File: src/rtl/dac_input_register.sv
module dac_input_register #(
  parameter int DATA_W = 14,
  parameter int LOW_W  = 8
) (
  input  logic              clk,
  input  logic              rst,
  input  logic              cs_n,
  input  logic              wr_n,
  input  logic [1:0]        addr,
  input  logic [DATA_W-1:0] bus,
  output logic [DATA_W-1:0] code
);
  localparam int HIGH_W = DATA_W - LOW_W;
  localparam logic [1:0] OP_DIRECT = 2'b00;
  localparam logic [1:0] OP_HIGH   = 2'b01;
  localparam logic [1:0] OP_LOW    = 2'b10;
  localparam logic [1:0] OP_XFER   = 2'b11;

  logic              cs_s1, cs_s2, wr_s1, wr_s2;
  logic [1:0]        addr_s1, addr_s2, addr_q;
  logic [DATA_W-1:0] bus_s1, bus_s2, bus_q;
  logic              act_q;
  logic [LOW_W-1:0]  low_q;
  logic [HIGH_W-1:0] high_q;
  logic [DATA_W-1:0] dac_q;

  always_ff @(posedge clk) begin
    if (rst) begin
      cs_s1 <= 1'b1; cs_s2 <= 1'b1;
      wr_s1 <= 1'b1; wr_s2 <= 1'b1;
      addr_s1 <= '0; addr_s2 <= '0;
      bus_s1 <= '0;  bus_s2 <= '0;
    end else begin
      cs_s1 <= cs_n;   cs_s2 <= cs_s1;
      wr_s1 <= wr_n;   wr_s2 <= wr_s1;
      addr_s1 <= addr; addr_s2 <= addr_s1;
      bus_s1 <= bus;   bus_s2 <= bus_s1;
    end
  end

  wire active  = ~cs_s2 & ~wr_s2;
  wire capture = act_q & ~active;

  always_ff @(posedge clk) begin
    if (rst) begin
      act_q  <= 1'b0;
      addr_q <= '0;
      bus_q  <= '0;
    end else begin
      act_q  <= active;
      addr_q <= addr_s2;
      bus_q  <= bus_s2;
    end
  end

  always_ff @(posedge clk) begin
    if (rst) begin
      low_q  <= '0;
      high_q <= '0;
      dac_q  <= '0;
    end else if (capture) begin
      case (addr_q)
        OP_DIRECT: begin
          low_q  <= bus_q[LOW_W-1:0];
          high_q <= bus_q[DATA_W-1:LOW_W];
          dac_q  <= bus_q;
        end
        OP_LOW:  low_q  <= bus_q[LOW_W-1:0];
        OP_HIGH: high_q <= bus_q[DATA_W-1:LOW_W];
        default: dac_q  <= {high_q, low_q};
      endcase
    end
  end

  wire direct_live = active && (addr_s2 == OP_DIRECT);
  wire direct_cap  = capture && (addr_q == OP_DIRECT);

  assign code = direct_live ? bus_s2 : (direct_cap ? bus_q : dac_q);

  a_r1_reset_zero: assert property (@(posedge clk) rst |=> (code == '0));

  a_r2_hold_when_idle: assert property (@(posedge clk) disable iff (rst)
    !capture |=> ($stable(dac_q) && $stable(low_q) && $stable(high_q)));

  a_r3_direct_commit: assert property (@(posedge clk) disable iff (rst)
    (capture && addr_q == OP_DIRECT) |=> (dac_q == $past(bus_q)));

  a_r4_low_keeps_code: assert property (@(posedge clk) disable iff (rst)
    (capture && addr_q == OP_LOW) |=> ($stable(dac_q) && $stable(high_q)));

  a_r5_high_keeps_code: assert property (@(posedge clk) disable iff (rst)
    (capture && addr_q == OP_HIGH) |=> ($stable(dac_q) && $stable(low_q)));

  a_r6_transfer: assert property (@(posedge clk) disable iff (rst)
    (capture && addr_q == OP_XFER) |=> (dac_q == $past({high_q, low_q})));

  a_r7_one_capture: assert property (@(posedge clk) disable iff (rst)
    capture |=> !capture);
endmodule

File: config.mk
export PLATFORM = sky130hd
export DESIGN_NAME = dac_input_register
export DESIGN_NICKNAME = d
export VERILOG_FILES = /design/src/rtl/dac_input_register.sv
export SDC_FILE = /design/constraint.sdc
export NUM_CORES = 1
export LEC_CHECK = 0
export BUFFER_PORTS_ARGS = -buffer_cell sky130_fd_sc_hd__buf_2
export CELL_PAD_IN_SITES_DETAIL_PLACEMENT = 0
export CELL_PAD_IN_SITES_GLOBAL_PLACEMENT = 1
export CORE_MARGIN = 8
export CORE_UTILIZATION = 45
export CTS_CLUSTER_DIAMETER = 60
export DETAILED_ROUTE_END_ITERATION = 8
export PLACE_DENSITY_LB_ADDON = 0.1
export SLEW_MARGIN = 20
export SYNTH_ARGS = -nofsm -noshare
export SYNTH_HDL_FRONTEND = slang
export SYNTH_SLANG_ARGS = --single-unit
export TNS_END_PERCENT = 50
File: constraint.sdc
create_clock -name clk -period 2.3 [get_ports clk]
set_clock_uncertainty 0.2 [all_clocks]
set_input_delay 0.115 -clock clk [delete_from_list [all_inputs] [get_ports clk]]
set_output_delay 0.115 -clock clk [all_outputs]
set_load 0.1 [all_outputs]
==> run summary, run 1 <==
The post-synthesis net count is 313, and the setup slack after layout is 0.1109 ns. The repair_antennas step left the layout with diodes totalling 0. The clock slew seen by the registers of the worst setup and hold paths works out to 0.08 ns. The final number of max-transition violations is 0, and the maximum number of pins on one net before global-route repair is 45.

The beginning of the worst register-to-register path was addr_q[0]. The number of rows created at floorplan was 29. The post-detailed-route DRC marker count is 0. TritonCTS built the clock tree. Number of endpoints with negative hold slack in the final report: 0. The tools report the number of buffers on the longest clock path as 2. The global routing stage identified its most utilized layer as met2. The H-tree generated during clock tree synthesis spans 3 levels. Averaged over all synthesized cells, the footprint is 10.36 um2.

Data on the critical path is required at its endpoint by 1.99 ns. The worst hold path belongs to the class in -> reg. Leaving out fill and tap cells, the most frequent cell in the layout is sky130_fd_sc_hd__dfxtp_1.

After synthesis the netlist holds a flip-flop and latch count of 81. Before CTS, the worst setup slack after placement is 0.4521 ns. The total of fill cells in the finished design was 526; the remaining max-slew budget at the tightest pin was 0.5075. The core region is 0.006422 mm2.

The tools report the number of distinct library cells after synthesis as 21. The horizontal extent of the die is 97.71 um, and the insertion delay of the later-clocked pin in the worst-skew pair is 0.34 ns. CTS saw 81 sinks.

For this run, the post-layout net count is 364. The worst hold path was traced through 2 stages. The weighted congestion at the end of routability-driven global placement came out at 0.7295. The worst setup path is captured at an output port. The fraction of layout instances using a drive strength above 1 was 0.2139. The run finished with clean final reports.

The synthesized netlist occupies a cell area of 0.003004 mm2. Input and output buffers added on the ports amount to 33. After detailed routing, the average wire length per cell comes to 13.44 um. Yosys printed 0 warnings. Ratio of routed vias to standard cells: 4.806. In this run the most critical hold path is launched from rst.

The tools report the number of buffers added by the clock tree synthesis step as 9. The run gives 76 as the DRC violation total after the first TritonRoute iteration. The met2 usage in global routing was 0.1782; the sequential area share after synthesis was 0.5398. The height of the die came out at 97.71 um. The cell at the root of the clock tree is sky130_fd_sc_hd__clkbuf_8. The tools report the total vias in the final route as 2033. The critical path is of the reg -> out type. After global routing the overflow that remains totals 0. Dividing total power by cell area gives a power density of 721.3 mW/mm2. The run gives 2.815 mW as the power after layout.

The logs give 0 for the final antenna-violating net count and 5.684 mm for the total wirelength of the detailed-routed design. Setup repair after global routing left no endpoint under its margin. The logs give 0 for the number of antenna violations at the first check in global routing and 1974 for the number of global-route vias before repair. The initial core utilization was 0.4678; the post-route non-filler standard cell count was 423.

The maximum ir drop on the vdd rail is 0.0004207 V, and the wire length of the first global-routing pass is 9.618 mm. The tools report the total die area as 0.009546 mm2. Registers take 0.001622 mm2.

For hold timing, the worst endpoint is bus_s1[7]. The met1 demand-to-capacity share in global routing is 0.1679. The final core utilization is 0.6076, and the global routing met3 resource utilization is 0.03940.

For flop-to-flop paths, the worst setup slack is 0.40 ns. The endpoint identified for the worst register-to-register timing path is dac_q[0]. The all-layer global routing usage came out at 0.1280. Summing all multi-input logic gate instances after layout gives 0.001294 mm2. During I/O placement, the number of pins put on the boundary was 34. The largest fanout of any net on the critical path came out at 7. After detailed placement, the design holds a cell count of 389. The smallest clock period supported by the final layout is computed as 2.189 ns.

The depth of the most critical reg-to-reg path is 4. Setup total negative slack on the finished layout was measured at 0 ns. The arrival time reported for the critical path endpoint came out at 1.87 ns. The final count of negative-setup-slack endpoints is 0, and the synthesized instance count is 290. For this design the static power due to leakage is 1.730 nW.

For the pin with the worst max-slew slack, the measured transition is 0.7388 ns. The HPWL after detailed placement is 3.829 mm. The synthesis-to-finish area growth was 29.90%; the final clock period utilization by the worst path was 0.9518.

The first-pass iteration count of the detailed router is 4. STA classifies the critical path startpoint as a flop. The top cell types in the final layout, fill and taps aside, are sky130_fd_sc_hd__dfxtp_1 (81), sky130_fd_sc_hd__nor2b_1 (48), sky130_fd_sc_hd__mux2i_1 (42).

Static timing analysis puts the maximum clock frequency at 0.4568 GHz. The logs give 0 for the number of buffers added for setup after CTS and 0 for the number of maximum-capacitance violations.
stage by stage:
step	instance area (um2)	hold WS (ns)
2_1_floorplan	3030	0.01881
3_3_place_gp	3471	0.09873
3_5_place_dp	3471	0.09859
4_1_cts	3895	0.1214
5_1_grt	3902	0.1531
6_report	3902	0.1225
worst max path at each step:
stage	startpoint	endpoint	slack [ns]	depth (start not counted)
after floorplan	addr_q[0]	code[12]	-0.49	7
after global placement	cs_s2	code[13]	0.46	5
after detailed placement	addr_q[0]	high_q[0]	0.45	6
after CTS	cs_s2	code[13]	0.08	5
after global routing	addr_q[0]	code[11]	0.002	7
final	addr_q[0]	code[3]	0.11	7
power by group:
group,switching [mW],total (mW),internal (mW)
Sequential,0.0191,1.46,1.44
Combinational,0.0595,0.130,0.0704
Clock,0.501,1.23,0.727
Total,0.580,2.81,2.24
cells by family (layout without fill, tap and decap cells):
family / count (synthesis) / count (layout) / synth area share
buffers and inverters: 22 / 78 / 0.03957
multiplexers: 42 / 42 / 0.1399
AND/OR/NAND/NOR: 96 / 96 / 0.1812
AO/OA/AOI/OAI: 46 / 46 / 0.08705
flip-flops: 81 / 81 / 0.5398
adder cells (fa/ha/maj): 3 / 3 / 0.01250
flip-flops by register name (all words and copies together), names as in the netlist:
name,count
bus_s1,14
act_q,1
cs_s1,1
dac_q,14
wr_s2,1
cs_s2,1
bus_s2,14
wr_s1,1
bus_q,14
addr_q,2
addr_s2,2
addr_s1,2
high_q,6
low_q,8
timing repair:
item                                    4_1_cts  5_1_grt
hold buffers                                 18        0
resized for setup                             0        2
endpoints found under the setup margin        0        5
hold endpoints to repair                     18        0
synthesized netlist by cell type, drive strengths merged:
library cell,n,share of area
buf,7,0.021
o221ai,2,0.010
or2,4,0.0083
inv,2,0.0025
nand2,14,0.017
dfxtp,81,0.54
nor2,14,0.017
nor3,1,0.0017
o211ai,1,0.0042
o21ai,29,0.050
nor4,1,0.0071
a21oi,14,0.023
clkbuf,13,0.016
ha,3,0.012
or3,14,0.029
mux2i,42,0.14
nor2b,48,0.10
routing by layer:
layer | vias up | share of wire
li1 | 1076 | -
met1 | 911 | 0.53
met2 | 35 | 0.41
met3 | 11 | 0.039
met4 | 0 | 0.024
met5 | - | 0
critical path, stage by stage, from the launching register on:
cell,delay [ns]
sky130_fd_sc_hd__dfxtp_1,0.34
sky130_fd_sc_hd__inv_1,0.07
sky130_fd_sc_hd__ha_1,0.23
sky130_fd_sc_hd__o211ai_2,0.08
sky130_fd_sc_hd__buf_4,0.22
sky130_fd_sc_hd__mux2i_1,0.29
sky130_fd_sc_hd__o21ai_2,0.11
sky130_fd_sc_hd__buf_12,0.18
layout make-up:
cell class,instances,area share
clock inverters,6,0.02982
inverters,2,0.001924
clock buffers,10,0.03270
repair buffers,60,0.1638
multi-input cells,187,0.3315
flip-flops and latches,81,0.4155
well taps,77,0.02469
Power figures use the tool's default switching activity.
==> run 2: changes to the inputs <==
Settings changed: ABC_AREA set to 0, GPL_TIMING_DRIVEN set to 0, RECOVER_POWER set to 25.
==> run summary, run 2 (synthesis gave the netlist of run 1 again) <==
The run finished with clean final reports. The actual slew at the worst max-slew pin came out at 0.7453 ns (+0.006470 ns). The HPWL reported at the end of detailed placement is 4.229 mm (+10%), and the number of antenna violations at the first check in global routing is 0 (unchanged).

The horizontal extent of the die works out to 97.71 um (unchanged). The logs give 2101 (+3.3%) for the total vias in the final route and 0.7517 (+3.0%) for the weighted congestion at the end of routability-driven global placement. The largest fanout of any net on the critical path was 5 (-2). The endpoint of the worst hold path is wr_s2.

The arrival time reported for the critical path endpoint was 1.90 ns (+0.03 ns). The core region area was 0.006422 mm2 (unchanged). The tools report the data required time of the critical path as 1.99 ns (about the same).

For the clock sink total, the log shows 81 (unchanged). Final count of negative-setup-slack endpoints: 0 (unchanged). In this run the critical register-to-register path is launched from addr_q[1].

The most frequent standard cell in the layout excluding fill and tap cells was sky130_fd_sc_hd__dfxtp_1. The tools report the number of inserted diodes as 0 (unchanged). The tools report the wire length of the first global-routing pass as 10.29 mm (+7.0%). The number of placed I/O pins was 34 (unchanged); the number of buffers on the longest clock path was 2 (unchanged). The total power density per cell area is 673.4 mW/mm2 (-6.7%), and the number of global-route vias before repair is 2112 (+7.0%).

For the number of maximum-capacitance violations, the log shows 0 (unchanged). The setup TNS is 0 ns (unchanged). The total wirelength of the detailed-routed design is 6.283 mm (+11%), and the maximum number of pins on one net before global-route repair is 15 (-67%).

Setup repair after global routing could not meet its margin everywhere. The run gives 0.1369 (+0.008940) as the all-layer global routing usage. The fraction of layout instances using a drive strength above 1 was 0.2541 (+0.04023); the clock slew seen by the registers of the worst setup and hold paths was 0.09 ns (about the same). Hold slack: 0.2124 ns (+0.08986 ns). The remaining max-slew budget at the tightest pin is 0.5032 (-0.004314). The type of the worst setup path was reg -> out. The number of endpoints with negative hold slack in the final report is 0 (unchanged), and the final clock period utilization by the worst path is 0.9645 (+0.01266). The synthesis-to-finish area growth was 31.20%. The height of the die is 97.71 um (unchanged).

The first-pass iteration count of the detailed router was 4 (unchanged). Number of buffers added by the clock tree synthesis step: 9 (unchanged). The run gives 543 (+3.2%) as the total of fill cells in the finished design. The power after layout is 2.654 mW (-5.7%). The count of cells along the worst hold path is 1 (-1), and the quantity of I/O buffers inserted on ports is 32 (-3.0%). Total die area: 0.009546 mm2 (unchanged).

Worst hold path class: reg -> reg. The tools report the source of the worst hold timing path as wr_s1. The minimum clock period after layout is 2.218 ns (+0.02912 ns), and the maximum ir drop on the vdd rail is 0.0004489 V (+6.7%). The tools report the setup slack of the most critical reg-to-reg path as 0.22 ns (-0.18 ns). The average wire per standard cell is 14.18 um (+5.5%), and the post-detailed-route DRC marker count is 0 (unchanged).

The final number of max-transition violations was 0 (unchanged); the ratio of routed vias to standard cells was 4.743 (-1.3%). The level count of the clock H-tree was 3 (unchanged). The depth of the most critical reg-to-reg path was 7 (+3); the final antenna-violating net count was 0 (unchanged).

The achievable frequency is 0.4508 GHz (-1.3%), and the number of rows created at floorplan is 29 (unchanged). In the layout the commonest cells are sky130_fd_sc_hd__dfxtp_1 (80), sky130_fd_sc_hd__nor2b_1 (48), sky130_fd_sc_hd__mux2i_1 (33). The tools report the total number of nets in the final design as 384 (+5.5%). The logs give 0.4678 (unchanged) for the initial core utilization and 0.34 ns (about the same) for the insertion delay of the later-clocked pin in the worst-skew pair. STA classifies the critical path startpoint as a flop. For the DRC violation total after the first TritonRoute iteration, the log shows 48 (-37%).

The worst setup path is captured at an output port. The logs give 1.714 nW (-0.90%) for the leakage power figure and 0 (unchanged) for the total overflow reported by the global router. TritonCTS built the clock tree.

The worst register-to-register path ends at low_q[7]. The cell sitting at the root of the clock tree is a sky130_fd_sc_hd__clkbuf_8.
[run 2: cell types whose count changed in the layout (fill, tap and decap cells not counted), moves of 2 or more]
cell | previous run | this run
sky130_fd_sc_hd__buf_6 | 1 | 16
sky130_fd_sc_hd__clkbuf_1 | 1 | 14
sky130_fd_sc_hd__mux2i_2 | 0 | 6
sky130_fd_sc_hd__bufinv_16 | 3 | 1
sky130_fd_sc_hd__buf_12 | 15 | 2
sky130_fd_sc_hd__inv_2 | 0 | 2
sky130_fd_sc_hd__mux2i_4 | 0 | 3
sky130_fd_sc_hd__inv_1 | 2 | 0
sky130_fd_sc_hd__buf_4 | 7 | 10
sky130_fd_sc_hd__mux2i_1 | 42 | 33
[run 2: report_power, final]
group | internal [mW] | switching (mW) | leakage (nW)
clock | 0.539 | 0.511 | 0.100
combinational | 0.0782 | 0.0705 | 0.952
sequential | 1.44 | 0.0164 | 0.662
[run 2: layout make-up]
type / count / area [um2] / share of cell area
Buffer: 20 / 117.6 / 0.02984
Clock buffer: 11 / 141.4 / 0.03587
Clock inverter: 5 / 63.81 / 0.01619
Inverter: 2 / 7.507 / 0.001905
Multi-Input combinational cell: 187 / 1365 / 0.3463
Sequential cell: 81 / 1623 / 0.4117
Tap cell: 77 / 96.34 / 0.02444
Timing Repair Buffer: 60 / 526.8 / 0.1337
[run 2: worst max-delay path, stage by stage, from the launching register on]
cell and delay, ns:
sky130_fd_sc_hd__dfxtp_2 0.33, sky130_fd_sc_hd__inv_2 0.05, sky130_fd_sc_hd__ha_2 0.17, sky130_fd_sc_hd__buf_6 0.12
sky130_fd_sc_hd__o211ai_4 0.11, sky130_fd_sc_hd__buf_8 0.18, sky130_fd_sc_hd__mux2i_4 0.18, sky130_fd_sc_hd__o21ai_2 0.20
sky130_fd_sc_hd__buf_12 0.20
[run 2: how the worst max path moves through the flow]
stage,startpoint,end,slack [ns],cells past startpoint
floorplan,addr_q[0],code[12],-0.49,7
global placement,wr_s2,code[13],-0.04,6
detailed placement,wr_s2,code[13],-0.03,6
CTS,addr_q[0],code[5],0.002,8
global route,wr_s2,code[13],-0.03,6
finish,addr_q[0],code[10],0.08,8
[run 2: layer usage]
metal	vias up	wire (um)	share of wire	track usage
met1	939	3141	0.50	0.1758
met3	9	222	0.035	0.03797
met5	-	0	0	0
met4	0	78	0.012	0.06715
met2	36	2841	0.45	0.2061
li1	1117	-	-	-
[run 2: through the flow]
| step | cells | setup WS, ns | instance area, um2 | util |
|---|---|---|---|---|
| global placement | 399 | -0.04385 | 3287 | 0.5118 |
| CTS | 439 | 0.001644 | 3809 | 0.5930 |
| floorplan | 290 | -0.4875 | 3030 | - |
| finish | 443 | 0.08176 | 3941 | 0.6137 |
| global route | 443 | -0.03382 | 3941 | 0.6137 |
| detailed placement | 399 | -0.03477 | 3287 | 0.5118 |
[run 2: what timing repair did]
action / 4_1_cts / 5_1_grt
endpoints found under the setup margin: 14 / 14
hold buffers: 19 / 0
pin swaps: 1 / 1
setup buffers: 4 / 4
gates cloned: 1 / 0
gates resized for setup: 28 / 27
hold endpoints to repair: 19 / 0
==> run 3: changes to the inputs <==
Clock period 2.3 ns to 2.7 ns, I/O delays scaled along.
==> run summary, run 3 (synthesis gave the netlist of run 1 again) <==
The first-pass iteration count of the detailed router is 4 (unchanged), and the final core utilization is 0.5846 (-0.02903). The tools report the final antenna-violating net count as 0 (unchanged). The critical path goes through inv_1, ha_1, buf_6, o211ai_2, buf_6, mux2i_1, o21ai_2, buf_2.

The most numerous cell on the critical path was sky130_fd_sc_hd__buf_6. The number of global-route vias before repair came out at 2101 (-0.52%). The critical path ends at code[6].

Leaving out fill and tap cells, the most frequent cells in the layout are sky130_fd_sc_hd__dfxtp_1 (81), sky130_fd_sc_hd__nor2b_1 (48), sky130_fd_sc_hd__mux2i_1 (42). The level count of the clock H-tree is 3 (unchanged). For the maximum number of pins on one net before global-route repair, the log shows 15 (unchanged). The total wirelength of the detailed-routed design came out at 6.040 mm (-3.9%). Average wire per standard cell: 13.79 um (-2.8%). The number of inserted diodes is 0 (unchanged), and the number of buffer and inverter instances along the worst setup path is 4 (unchanged).

The wire length of the first global-routing pass is 10.39 mm (+1.0%), and the met1 demand-to-capacity share in global routing is 0.1756 (about the same). In this run the critical register-to-register path is launched from addr_q[0]. From synthesis to final layout, the design area changed by 24.99%. The power after layout came out at 2.408 mW (-9.3%).

The slowest stage of the critical path belongs to the cell sky130_fd_sc_hd__buf_2. The insertion delay of the later-clocked pin in the worst-skew pair was 0.34 ns (about the same). The largest fanout of any net on the critical path is 10 (+5). Setup repair after global routing left no endpoint under its margin. The clock slew seen by the registers of the worst setup and hold paths is 0.09 ns (about the same), and the number of placed instances, taps included is 399 (unchanged). The maximum ir drop on the vdd rail is 0.0004302 V (-4.2%). The tools report the number of endpoints with negative hold slack in the final report as 0 (unchanged). The clock share of power is 0.436 (+0.040). The number of maximum-capacitance violations is 0 (unchanged). The quantity of I/O buffers inserted on ports was 32 (unchanged); the pre-CTS setup slack was 0.3322 ns (+0.3670 ns). The smallest clock period supported by the final layout is computed as 2.570 ns. Leakage power figure: 1.722 nW (+0.45%). The depth of the most critical reg-to-reg path was 7 (unchanged). The capturing element type of the critical path is an output port. Cell at the root of the clock tree: sky130_fd_sc_hd__clkbuf_8. TritonCTS built the clock tree. The clock sink total was 81 (unchanged).

Leaving out fill and tap cells, the most frequent cell in the layout is sky130_fd_sc_hd__dfxtp_1. The final number of max-transition violations is 0 (unchanged), and the horizontal extent of the die is 97.71 um (unchanged). The run finished with clean final reports. The total vias in the final route is 2031 (-3.3%), and the HPWL reported at the end of detailed placement is 4.260 mm (+0.72%). The DRC violation total after the first TritonRoute iteration is 120 (+150%).

The fraction of layout instances using a drive strength above 1 was 0.2050 (-0.04911); the register share of total power was 0.514 (-0.034). The endpoint identified for the worst register-to-register timing path is high_q[4]. The achievable frequency was 0.3891 GHz; the met2 usage in global routing was 0.1998 (-0.006326). Post-detailed-route DRC marker count: 0 (unchanged). The arrival time reported for the critical path endpoint is 2.24 ns (+0.34 ns), and the combinational power share is 0.049 (-0.007). The all-layer global routing usage was 0.1355 (-0.001415); the final clock period utilization by the worst path was 0.9520. Worst hold path class: reg -> reg. The ratio of routed vias to standard cells came out at 4.637 (-2.2%). The logs give 0.04585 (+0.007880) for the global routing met3 resource utilization and 34 (unchanged) for the number of placed I/O pins.

For the initial core utilization, the log shows 0.4678 (unchanged). The setup slack of the most critical reg-to-reg path was 0.69 ns (+0.47 ns). Tracing the worst setup path back leads to its startpoint at addr_q[0]. For the total die area, the log shows 0.009546 mm2 (unchanged).

The worst setup path is launched from a flop. Number of buffers on the longest clock path: 2 (unchanged). The run gives 379 (-1.3%) as the total number of nets in the final design.

The tools report the weighted congestion at the end of routability-driven global placement as 0.7788 (+3.6%). The run gives 505.0 uW (-16%) as the switching power. The actual slew at the worst max-slew pin is 0.6259 ns (-0.1194 ns), and the remaining max-slew budget at the tightest pin is 0.5828 (+0.07959).

The final count of negative-setup-slack endpoints came out at 0 (unchanged). The setup slack after layout came out at 0.1297 ns (+0.04791 ns). Largest stage delay on the critical path: 0.44 ns (+0.11 ns). The critical path is of the reg -> out type. The internal power contribution was 1.903 mW (-7.4%); the total power density per cell area was 641.2 mW/mm2 (-4.8%). The switching share of power is 0.2097 (-0.01565), and the number of buffers added by the clock tree synthesis step is 9 (unchanged). The core region area was 0.006422 mm2 (unchanged); the instance count on the critical path was 8 (unchanged). The total overflow reported by the global router was 0 (unchanged). The post-route non-filler standard cell count was 438 (-1.1%); the data required time of the critical path was 2.37 ns (+0.38 ns). Height of the die: 97.71 um (unchanged). On the critical path the largest part of the delay comes from buffers and inverters. For the number of rows created at floorplan, the log shows 29 (unchanged). The global routing stage identified its most utilized layer as met2.

The run gives 0 (unchanged) as the number of antenna violations at the first check in global routing.
## run 3: cell types whose count changed in the layout (fill, tap and decap cells not counted), moves of 2 or more
cell	previous run	this run
sky130_fd_sc_hd__buf_12	2	0
sky130_fd_sc_hd__inv_1	0	2
sky130_fd_sc_hd__mux2i_2	6	0
sky130_fd_sc_hd__o21ai_2	9	7
sky130_fd_sc_hd__clkbuf_4	0	3
sky130_fd_sc_hd__mux2i_4	3	0
sky130_fd_sc_hd__o21ai_0	14	17
sky130_fd_sc_hd__buf_4	10	6
sky130_fd_sc_hd__buf_2	19	30
sky130_fd_sc_hd__mux2i_1	33	42
sky130_fd_sc_hd__buf_6	16	4
sky130_fd_sc_hd__clkinv_2	0	2
sky130_fd_sc_hd__inv_2	2	0
sky130_fd_sc_hd__bufinv_16	1	3
## run 3: what timing repair did
item                                   4_1_cts  5_1_grt
pin swaps                                    1        1
resized for setup                            1        3
endpoints found under the hold margin       19        0
buffers inserted                             0        4
hold buffers                                19        0
setup endpoints to repair                    2       14
## run 3: per-layer routing
metal / vias up / wire [um]
met5: - / 0
met4: 0 / 115
met3: 12 / 249
met2: 45 / 2568
met1: 873 / 3107
li1: 1101 / -
## run 3: layout make-up
cell class | instances | area, um2
plain buffers | 20 | 111.4
inverters | 2 | 7.507
clock inverters | 7 | 117.6
fillers | 539 | 2668
well taps | 77 | 96.34
clock buffers | 9 | 123.9
flip-flops and latches | 81 | 1622
multi-input cells | 187 | 1286
repair buffers | 55 | 390.4
## run 3: worst min path at each step
stage / start / endpoint / slack [ns] / cells past startpoint
floorplan: cs_n / cs_s1 / 0.04 / 1
global placement: cs_n / cs_s1 / 0.12 / 2
detailed placement: cs_n / cs_s1 / 0.12 / 2
CTS: wr_s1 / wr_s2 / 0.22 / 1
global route: wr_s1 / wr_s2 / 0.24 / 1
finish: wr_s1 / wr_s2 / 0.21 / 1
## run 3: power groups by stage
stage	Clock (mW)	Combinational, mW	Sequential [mW]
after floorplan	0	0.0695	1.26
after detailed placement	0	0.0983	1.27
after global routing	1.13	0.132	1.24
after CTS	1.07	0.119	1.24
final	1.05	0.119	1.24
after global placement	0	0.0979	1.27
## run 3: stage by stage
stage | setup TNS [ns] | area (um2) | hold slack (ns)
finish | 0 | 3755 | 0.2144
detailed placement | 0 | 3283 | 0.1208
CTS | 0 | 3717 | 0.2155
floorplan | -2.577 | 3027 | 0.03881
global route | 0 | 3755 | 0.2387
global placement | 0 | 3283 | 0.1189
